## src/rtl/cpr_pkg.sv

```systemverilog
package cpr_pkg;
  localparam int BYTE_W    = 8;
  localparam int SEC_W     = 32;
  localparam int REPLY_MAX = 7;
  localparam int LEN_W     = $clog2(REPLY_MAX + 1);
  localparam int PKT_KEEP  = 6;
  localparam int CNT_W     = 4;

  typedef enum logic [1:0] {
    ACT_NONE     = 2'd0,
    ACT_SHUTDOWN = 2'd1,
    ACT_RESET    = 2'd2
  } act_e;

  localparam logic [7:0] TYPE_PERIPH = 8'h00;
  localparam logic [7:0] TYPE_CTRL   = 8'h01;
  localparam logic [7:0] TYPE_ERR    = 8'h02;
  localparam logic [7:0] POLL_TAG    = 8'h40;

  localparam logic [7:0] OP_AUTOPOLL  = 8'h01;
  localparam logic [7:0] OP_TIME_RD   = 8'h03;
  localparam logic [7:0] OP_TIME_WR   = 8'h09;
  localparam logic [7:0] OP_POWER_OFF = 8'h0A;
  localparam logic [7:0] OP_SYS_RESET = 8'h11;
  localparam logic [7:0] OP_NOP_SRV   = 8'h13;
  localparam logic [7:0] OP_NOP_RATE  = 8'h14;
  localparam logic [7:0] OP_NOP_LIST  = 8'h19;
  localparam logic [7:0] OP_NOP_PWR   = 8'h21;
  localparam logic [7:0] OP_WIRE_RW   = 8'h22;
  localparam logic [7:0] OP_WIRE_CMB  = 8'h25;
endpackage

```

## src/rtl/cpr_pkt_collect.sv

```systemverilog
module cpr_pkt_collect #(
  parameter int KEEP  = 6,
  parameter int CNT_W = 4
) (
  input  logic                      clk,
  input  logic                      rst_n,
  input  logic                      in_valid,
  input  logic                      in_first,
  input  logic                      in_last,
  input  logic [7:0]                in_data,
  output logic                      pkt_done,
  output logic [KEEP-1:0][7:0]      pkt_bytes,
  output logic [CNT_W-1:0]          pkt_cnt
);
  localparam logic [CNT_W-1:0] CNT_MAX = '1;

  logic                 open_q, open_d;
  logic                 done_q, done_d;
  logic [CNT_W-1:0]     cnt_q, cnt_d;
  logic [KEEP-1:0][7:0] buf_q, buf_d;

  always_comb begin
    open_d = open_q;
    cnt_d  = cnt_q;
    buf_d  = buf_q;
    done_d = 1'b0;
    if (in_valid) begin
      if (in_first) begin
        open_d   = 1'b1;
        cnt_d    = CNT_W'(1);
        buf_d[0] = in_data;
      end else if (open_q) begin
        for (int i = 0; i < KEEP; i++) begin
          if (cnt_q == CNT_W'(i)) buf_d[i] = in_data;
        end
        if (cnt_q != CNT_MAX) cnt_d = cnt_q + 1'b1;
      end
      if (in_last && (in_first || open_q)) begin
        done_d = 1'b1;
        open_d = 1'b0;
      end
    end
  end

  always_ff @(posedge clk or negedge rst_n) begin
    if (!rst_n) begin
      open_q <= 1'b0;
      done_q <= 1'b0;
      cnt_q  <= '0;
      buf_q  <= '0;
    end else begin
      open_q <= open_d;
      done_q <= done_d;
      cnt_q  <= cnt_d;
      buf_q  <= buf_d;
    end
  end

  assign pkt_done  = done_q;
  assign pkt_bytes = buf_q;
  assign pkt_cnt   = cnt_q;
endmodule

```

## src/rtl/cpr_seconds.sv

```systemverilog
module cpr_seconds #(
  parameter int W = 32
) (
  input  logic         clk,
  input  logic         rst_n,
  input  logic         tick,
  input  logic         load,
  input  logic [W-1:0] load_val,
  output logic [W-1:0] secs
);
  logic [W-1:0] secs_q, secs_d;

  always_comb begin
    secs_d = secs_q;
    if (load)      secs_d = load_val;
    else if (tick) secs_d = secs_q + 1'b1;
  end

  always_ff @(posedge clk or negedge rst_n) begin
    if (!rst_n) secs_q <= '0;
    else        secs_q <= secs_d;
  end

  assign secs = secs_q;
endmodule

```

## src/rtl/cpr_poll_gen.sv

```systemverilog
module cpr_poll_gen #(
  parameter int PERIOD = 1_000_000
) (
  input  logic clk,
  input  logic rst_n,
  input  logic cfg_we,
  input  logic cfg_en,
  input  logic serve,
  output logic pend
);
  localparam int CW = (PERIOD > 2) ? $clog2(PERIOD) : 1;
  localparam logic [CW-1:0] LAST = CW'(PERIOD - 1);

  logic          en_q, en_d;
  logic          pend_q, pend_d;
  logic [CW-1:0] cnt_q, cnt_d;
  logic          wrap;

  assign wrap = en_q && (cnt_q == LAST);

  always_comb begin
    en_d   = en_q;
    cnt_d  = cnt_q;
    pend_d = (pend_q && !serve) || wrap;
    if (en_q) cnt_d = wrap ? '0 : cnt_q + 1'b1;
    if (cfg_we && (cfg_en != en_q)) begin
      en_d   = cfg_en;
      cnt_d  = '0;
      pend_d = 1'b0;
    end
  end

  always_ff @(posedge clk or negedge rst_n) begin
    if (!rst_n) begin
      en_q   <= 1'b0;
      cnt_q  <= '0;
      pend_q <= 1'b0;
    end else begin
      en_q   <= en_d;
      cnt_q  <= cnt_d;
      pend_q <= pend_d;
    end
  end

  assign pend = pend_q;
endmodule

```

## src/rtl/cpr_reply_tx.sv

```systemverilog
module cpr_reply_tx
  import cpr_pkg::*;
#(
  parameter int MAXB = 7,
  parameter int LW   = 3
) (
  input  logic                 clk,
  input  logic                 rst_n,
  input  logic                 load,
  input  logic [MAXB-1:0][7:0] load_bytes,
  input  logic [LW-1:0]        load_len,
  input  act_e                 load_act,
  output logic                 free,
  output logic                 out_valid,
  output logic                 out_first,
  output logic                 out_last,
  output logic [7:0]           out_data,
  output logic [LW-1:0]        out_len,
  output logic                 shut_pulse,
  output logic                 rst_pulse
);
  logic [MAXB-1:0][7:0] buf_q, buf_d;
  logic [LW-1:0]        len_q, len_d;
  logic [LW-1:0]        idx_q, idx_d;
  logic                 busy_q, busy_d;
  act_e                 act_q, act_d;
  logic                 shut_q, shut_d;
  logic                 rstp_q, rstp_d;
  logic                 last_now;

  assign last_now = busy_q && (idx_q == len_q - 1'b1);
  assign free     = !busy_q || last_now;

  always_comb begin
    buf_d  = buf_q;
    len_d  = len_q;
    idx_d  = idx_q;
    busy_d = busy_q;
    act_d  = act_q;
    shut_d = last_now && (act_q == ACT_SHUTDOWN);
    rstp_d = last_now && (act_q == ACT_RESET);
    if (busy_q) begin
      if (last_now) busy_d = 1'b0;
      else          idx_d  = idx_q + 1'b1;
    end
    if (load && free) begin
      buf_d  = load_bytes;
      len_d  = load_len;
      idx_d  = '0;
      busy_d = (load_len != '0);
      act_d  = load_act;
    end
  end

  always_ff @(posedge clk or negedge rst_n) begin
    if (!rst_n) begin
      buf_q  <= '0;
      len_q  <= '0;
      idx_q  <= '0;
      busy_q <= 1'b0;
      act_q  <= ACT_NONE;
      shut_q <= 1'b0;
      rstp_q <= 1'b0;
    end else begin
      buf_q  <= buf_d;
      len_q  <= len_d;
      idx_q  <= idx_d;
      busy_q <= busy_d;
      act_q  <= act_d;
      shut_q <= shut_d;
      rstp_q <= rstp_d;
    end
  end

  assign out_valid  = busy_q;
  assign out_first  = busy_q && (idx_q == '0);
  assign out_last   = last_now;
  assign out_data   = buf_q[idx_q];
  assign out_len    = busy_q ? len_q : '0;
  assign shut_pulse = shut_q;
  assign rst_pulse  = rstp_q;
endmodule

```

## src/rtl/cmd_responder.sv

```systemverilog
module cmd_responder
  import cpr_pkg::*;
#(
  parameter int         POLL_PERIOD = 1_000_000,
  parameter logic [7:0] ERR_CODE    = 8'h05
) (
  input  logic       clk,
  input  logic       rst_n,
  input  logic       in_valid,
  input  logic       in_first,
  input  logic       in_last,
  input  logic [7:0] in_data,
  input  logic       sec_tick,
  output logic       out_valid,
  output logic       out_first,
  output logic       out_last,
  output logic [7:0] out_data,
  output logic [2:0] out_len,
  output logic       shutdown_req,
  output logic       reset_req
);
  logic                      pkt_done;
  logic [PKT_KEEP-1:0][7:0]  pkt_b;
  logic [CNT_W-1:0]          pkt_n;
  logic [SEC_W-1:0]          secs;
  logic                      poll_pend;
  logic                      tx_free;

  logic [7:0]                typ, op;
  logic                      is_cmd, accept;
  logic [REPLY_MAX-1:0][7:0] rep_b, ld_b;
  logic [LEN_W-1:0]          rep_len, ld_len;
  act_e                      rep_act, ld_act;
  logic                      time_ld, ap_we, ap_en;
  logic                      cmd_load, poll_serve;

  cpr_pkt_collect #(.KEEP(PKT_KEEP), .CNT_W(CNT_W)) u_rx (
    .clk(clk), .rst_n(rst_n), .in_valid(in_valid), .in_first(in_first),
    .in_last(in_last), .in_data(in_data), .pkt_done(pkt_done),
    .pkt_bytes(pkt_b), .pkt_cnt(pkt_n)
  );

  assign typ    = pkt_b[0];
  assign op     = pkt_b[1];
  assign is_cmd = pkt_done && (pkt_n >= CNT_W'(2)) && (typ == TYPE_CTRL);
  assign accept = is_cmd && tx_free;

  always_comb begin
    rep_b   = '0;
    rep_b[0] = TYPE_CTRL;
    rep_b[1] = 8'h00;
    rep_b[2] = op;
    rep_len = '0;
    rep_act = ACT_NONE;
    time_ld = 1'b0;
    ap_we   = 1'b0;
    ap_en   = 1'b0;
    unique case (op)
      OP_AUTOPOLL: begin
        rep_len = LEN_W'(3);
        ap_we   = 1'b1;
        ap_en   = (pkt_n >= CNT_W'(3)) && (pkt_b[2] != 8'h00);
      end
      OP_TIME_RD: begin
        rep_len  = LEN_W'(7);
        rep_b[3] = secs[31:24];
        rep_b[4] = secs[23:16];
        rep_b[5] = secs[15:8];
        rep_b[6] = secs[7:0];
      end
      OP_TIME_WR: begin
        rep_len = LEN_W'(3);
        time_ld = (pkt_n >= CNT_W'(6));
      end
      OP_POWER_OFF: begin
        rep_len = LEN_W'(3);
        rep_act = ACT_SHUTDOWN;
      end
      OP_SYS_RESET: begin
        rep_len = LEN_W'(3);
        rep_act = ACT_RESET;
      end
      OP_NOP_SRV, OP_NOP_RATE, OP_NOP_LIST, OP_NOP_PWR: begin
        rep_len = LEN_W'(3);
      end
      OP_WIRE_RW, OP_WIRE_CMB: begin
        if ((op == OP_WIRE_RW) && (pkt_n == CNT_W'(4))) begin
          rep_len = LEN_W'(3);
        end else begin
          rep_len  = LEN_W'(4);
          rep_b[0] = TYPE_ERR;
          rep_b[1] = ERR_CODE;
          rep_b[2] = TYPE_CTRL;
          rep_b[3] = op;
        end
      end
      default: rep_len = '0;
    endcase
  end

  cpr_seconds #(.W(SEC_W)) u_secs (
    .clk(clk), .rst_n(rst_n), .tick(sec_tick), .load(accept && time_ld),
    .load_val({pkt_b[2], pkt_b[3], pkt_b[4], pkt_b[5]}), .secs(secs)
  );

  assign cmd_load   = accept && (rep_len != '0);
  assign poll_serve = tx_free && !cmd_load && poll_pend;

  cpr_poll_gen #(.PERIOD(POLL_PERIOD)) u_poll (
    .clk(clk), .rst_n(rst_n), .cfg_we(accept && ap_we), .cfg_en(ap_en),
    .serve(poll_serve), .pend(poll_pend)
  );

  always_comb begin
    if (cmd_load) begin
      ld_b   = rep_b;
      ld_len = rep_len;
      ld_act = rep_act;
    end else begin
      ld_b    = '0;
      ld_b[0] = TYPE_PERIPH;
      ld_b[1] = POLL_TAG;
      ld_len  = LEN_W'(2);
      ld_act  = ACT_NONE;
    end
  end

  cpr_reply_tx #(.MAXB(REPLY_MAX), .LW(LEN_W)) u_tx (
    .clk(clk), .rst_n(rst_n), .load(cmd_load || poll_serve),
    .load_bytes(ld_b), .load_len(ld_len), .load_act(ld_act),
    .free(tx_free), .out_valid(out_valid), .out_first(out_first),
    .out_last(out_last), .out_data(out_data), .out_len(out_len),
    .shut_pulse(shutdown_req), .rst_pulse(reset_req)
  );
endmodule

```

## config.mk

```make
export PLATFORM = sky130hd
export DESIGN_NAME = cmd_responder
export DESIGN_NICKNAME = d
export VERILOG_FILES = /design/src/rtl/cpr_pkg.sv /design/src/rtl/cpr_pkt_collect.sv /design/src/rtl/cpr_seconds.sv /design/src/rtl/cpr_poll_gen.sv /design/src/rtl/cpr_reply_tx.sv /design/src/rtl/cmd_responder.sv
export SDC_FILE = /design/constraint.sdc
export NUM_CORES = 1
export LEC_CHECK = 0
export CAP_MARGIN = 20
export CORE_MARGIN = 10
export CORE_UTILIZATION = 35
export DETAILED_ROUTE_END_ITERATION = 10
export SLEW_MARGIN = 20
export SYNTH_ARGS = -nofsm -noshare
export SYNTH_HDL_FRONTEND = slang
export SYNTH_SLANG_ARGS = --single-unit
export TNS_END_PERCENT = 100
```

## constraint.sdc

```tcl
create_clock -name clk -period 3.6 [get_ports clk]
set_input_delay 0.72 -clock clk [delete_from_list [all_inputs] [get_ports clk]]
set_output_delay 0.72 -clock clk [all_outputs]
set_load 0.01 [all_outputs]
```

==> flow_summary.ini <==
[run_status]
outcome = finished clean

[die]
io_pins = 30
core_um2 = 22700
start_util = 0.357
die_height_um = 172
placementRows = 55
die_width_um = 172
die_area_um2 = 29600

[sta]
final.setup_skew_ns = 0.0120
fin_ws_ns = 0.158
finalSetupViolations = 0
drv_slew = 0
period_needed_ns = 3.44
fin_crit_sh = 0.956
max_freq_mhz = 291
hold_viol_final = 0
slew_headroom = 0.310
rsz0062_at_grt = false
worst_pin_slew_ns = 1.03
fin_tns_setup_ns = 0
timing.hold.ws_ns = 0.248

[pwr]
fin_total_pwr_mw = 5.06
p_per_area_nw_per_um2 = 544
leakagePower_nw = 3.86
peakVddDrop_mv = 0.218

[route]
drt_pre_antenna_iters = 5
wire_per_inst_um = 17.6
drt-total-wl_um = 19200
viasPerCell = 5.51
route.detailed.drc = 0
drt_iter0_drc = 612
vias = 6030
ant_nets = 0

[placed_design]
dp.cells = 1062
placed_area_um2 = 8720
gp_congestion = 0.846
io_buffers = 29
dp_hpwl_um = 13300
place_ws_ns = 0.585

[logic_synthesis]
syn_area_um2 = 8110
synth-seq-cells = 162
seq_area_frac_synth = 0.500
netlist.area_leader.share = 0.500
synthArstFlopShare = 1.00
ys_top_cells_by_area = dfrtp_1, mux2_2, a32o_1
avgSynthCellArea_um2 = 10.4
syn_inst = 779
syn-num-nets = 802
yosysTopAreaCell = dfrtp_1
synthDistinctLibCells = 65
synth_edf_count = 0
synthFlopType = dfrtp_1
synth_warnings = 0

[final_layout]
fin_cells = 1094
fin_util = 0.410
syn_to_final_growth_pct = 14.7
final_common_cell = dfrtp_1
fin_nets = 819
num-fill-cells = 2178
antennaDiodeCount = 0
drive_gt1_frac = 0.137
final_cell_mix = dfrtp_1, nor2_1, nand2_1
postLayoutCellArea_um2 = 9300

[critical_path]
reg2reg_to = u_tx.buf_q[28]
cp_num_cells = 6
startpoint = u_tx.len_q[0]
critPathKind = reg -> out
crit_path_start_kind = flip-flop
timing.rr.start = u_rx.pkt_cnt[1]
critPathMostFrequentCell = inv_1
path_cells = inv_1 -> ha_1 -> xor3_1 -> or4_1 -> inv_1 -> clkdlybuf4s50_1
cp_slowest_cell = or4_1
crit_fanout = 3
worstPathArrival_ns = 2.72
required_ns = 2.88
ff2ff_path_depth = 8
r2r_slack_ns = 0.74
cp_slowest_stage_delay_ns = 0.58
cp-endpoint = out_last
cp-end-kind = output port
crit_family = buffers and inverters
worst-path-buf-inv = 3

[global_routing]
grt_max_degree = 77
antenna_found_initial = 0
grt.overflow.total = 0
grt_pass1_wl_um = 31900
grt_usage = 0.135
grt_pass1_vias = 5683

[worst_hold_path]
worstHoldPathType = in -> async

[run]
cap_violations = 0

[clocking]
cts.clk_slew.worst_paths_ns = 0.07
post_cts_buffers = 0
cts_tree = built
h-tree-depth = 4
cts.sinks = 162
cts.path.max_buffers = 2
cts_root_buf = clkbuf_16
cts_buffers = 17
cts-resized-gates = 0
clk_latency_ns = 0.43
postCtsHoldBufs = 0
## per-layer routing
layer  global-route usage  vias up  share of wire
met5                    0        -              0
met4               0.0412        0          0.013
met3               0.0292       18          0.040
met2                0.183      106           0.42
met1                0.207     2992           0.53
li1                     -     2914              -
## how the worst min path moves through the flow
stage	end	slack (ns)	cells past startpoint
3_5_place_dp	u_tx.shut_pulse	0.46	1
6_report	u_rx.pkt_bytes[27]	0.25	1
2_1_floorplan	u_poll.cnt_q[0]	0.42	0
5_1_grt	u_rx.pkt_bytes[27]	0.28	1
4_1_cts	u_rx.pkt_bytes[25]	0.26	1
3_3_place_gp	u_rx.pkt_bytes[2]	0.48	1
## cells in the mapped netlist, types with 2 or more instances
master and count:
a21boi_1 2, a21oi_1 53, a22o_1 2, a22oi_1 2
a311oi_1 3, a31o_2 3, a31oi_1 8, a32o_1 33
and2_1 6, and3_1 9, and3b_1 2, and4_1 6
buf_1 3, buf_2 7, clkbuf_1 36, dfrtp_1 162
ha_1 9, inv_1 15, mux2_2 49, mux2i_1 23
nand2_1 62, nand2b_1 8, nand3_1 36, nand3b_1 3
nand4_1 20, nor2_1 67, nor2b_1 6, nor3_1 16
nor3b_1 6, nor4_1 13, nor4b_1 2, o2111ai_1 2
o211ai_1 4, o21a_1 5, o21ai_0 18, o22ai_1 5
o31a_1 4, o31ai_1 3, or2_2 3, or4_1 4
xnor2_1 25, xor2_1 11
## cells by family after synthesis
group,count (synthesis),synth area share
mux,73,0.0993
buf+inv,63,0.0312
fa+ha+maj,9,0.0139
simple gates,279,0.178
xor+xnor,37,0.0418
flops,162,0.500
compound gates,156,0.136
## worst reg2reg max path, delay by kind of cell, from the launching register on
family	cells	cell delay (ns)
AO/OA/AOI/OAI	3	1.20
AND/OR/NAND/NOR	2	0.52
flip-flops	1	0.44
buffers and inverters	2	0.44
adder cells (fa/ha/maj)	1	0.19
## flip-flops by register name, summed over array words and instances, names as in the netlist
| register | cells |
|---|---|
| u_tx.len_q | 3 |
| u_poll.pend | 1 |
| u_rx.open_q | 1 |
| u_tx.buf_q | 43 |
| u_tx.act_q | 2 |
| u_rx.pkt_bytes | 48 |
| u_tx.rst_pulse | 1 |
| u_rx.pkt_cnt | 4 |
| u_tx.out_valid | 1 |
| u_rx.pkt_done | 1 |
| u_secs.secs | 32 |
| u_tx.shut_pulse | 1 |
| u_poll.en_q | 1 |
| u_tx.idx_q | 3 |
| u_poll.cnt_q | 20 |
## report_power, final
part / total (mW) / internal [mW] / switching (mW)
sequential: 2.50 / 2.11 / 0.391
combinational: 0.772 / 0.419 / 0.353
clock: 1.78 / 0.992 / 0.791
total: 5.06 / 3.52 / 1.54
## final cells by class
| class | count | area, µm² | share of cell area |
|---|---|---|---|
| multi-input combinational | 554 | 3810 | 0.410 |
| inverter | 16 | 60.1 | 0.00646 |
| tap | 285 | 357 | 0.0383 |
| clock inverter | 14 | 141 | 0.0152 |
| clock buffer | 18 | 439 | 0.0472 |
| sequential | 162 | 4050 | 0.436 |
| timing repair buffer | 45 | 437 | 0.0470 |
(Power assumes the default switching activity.)
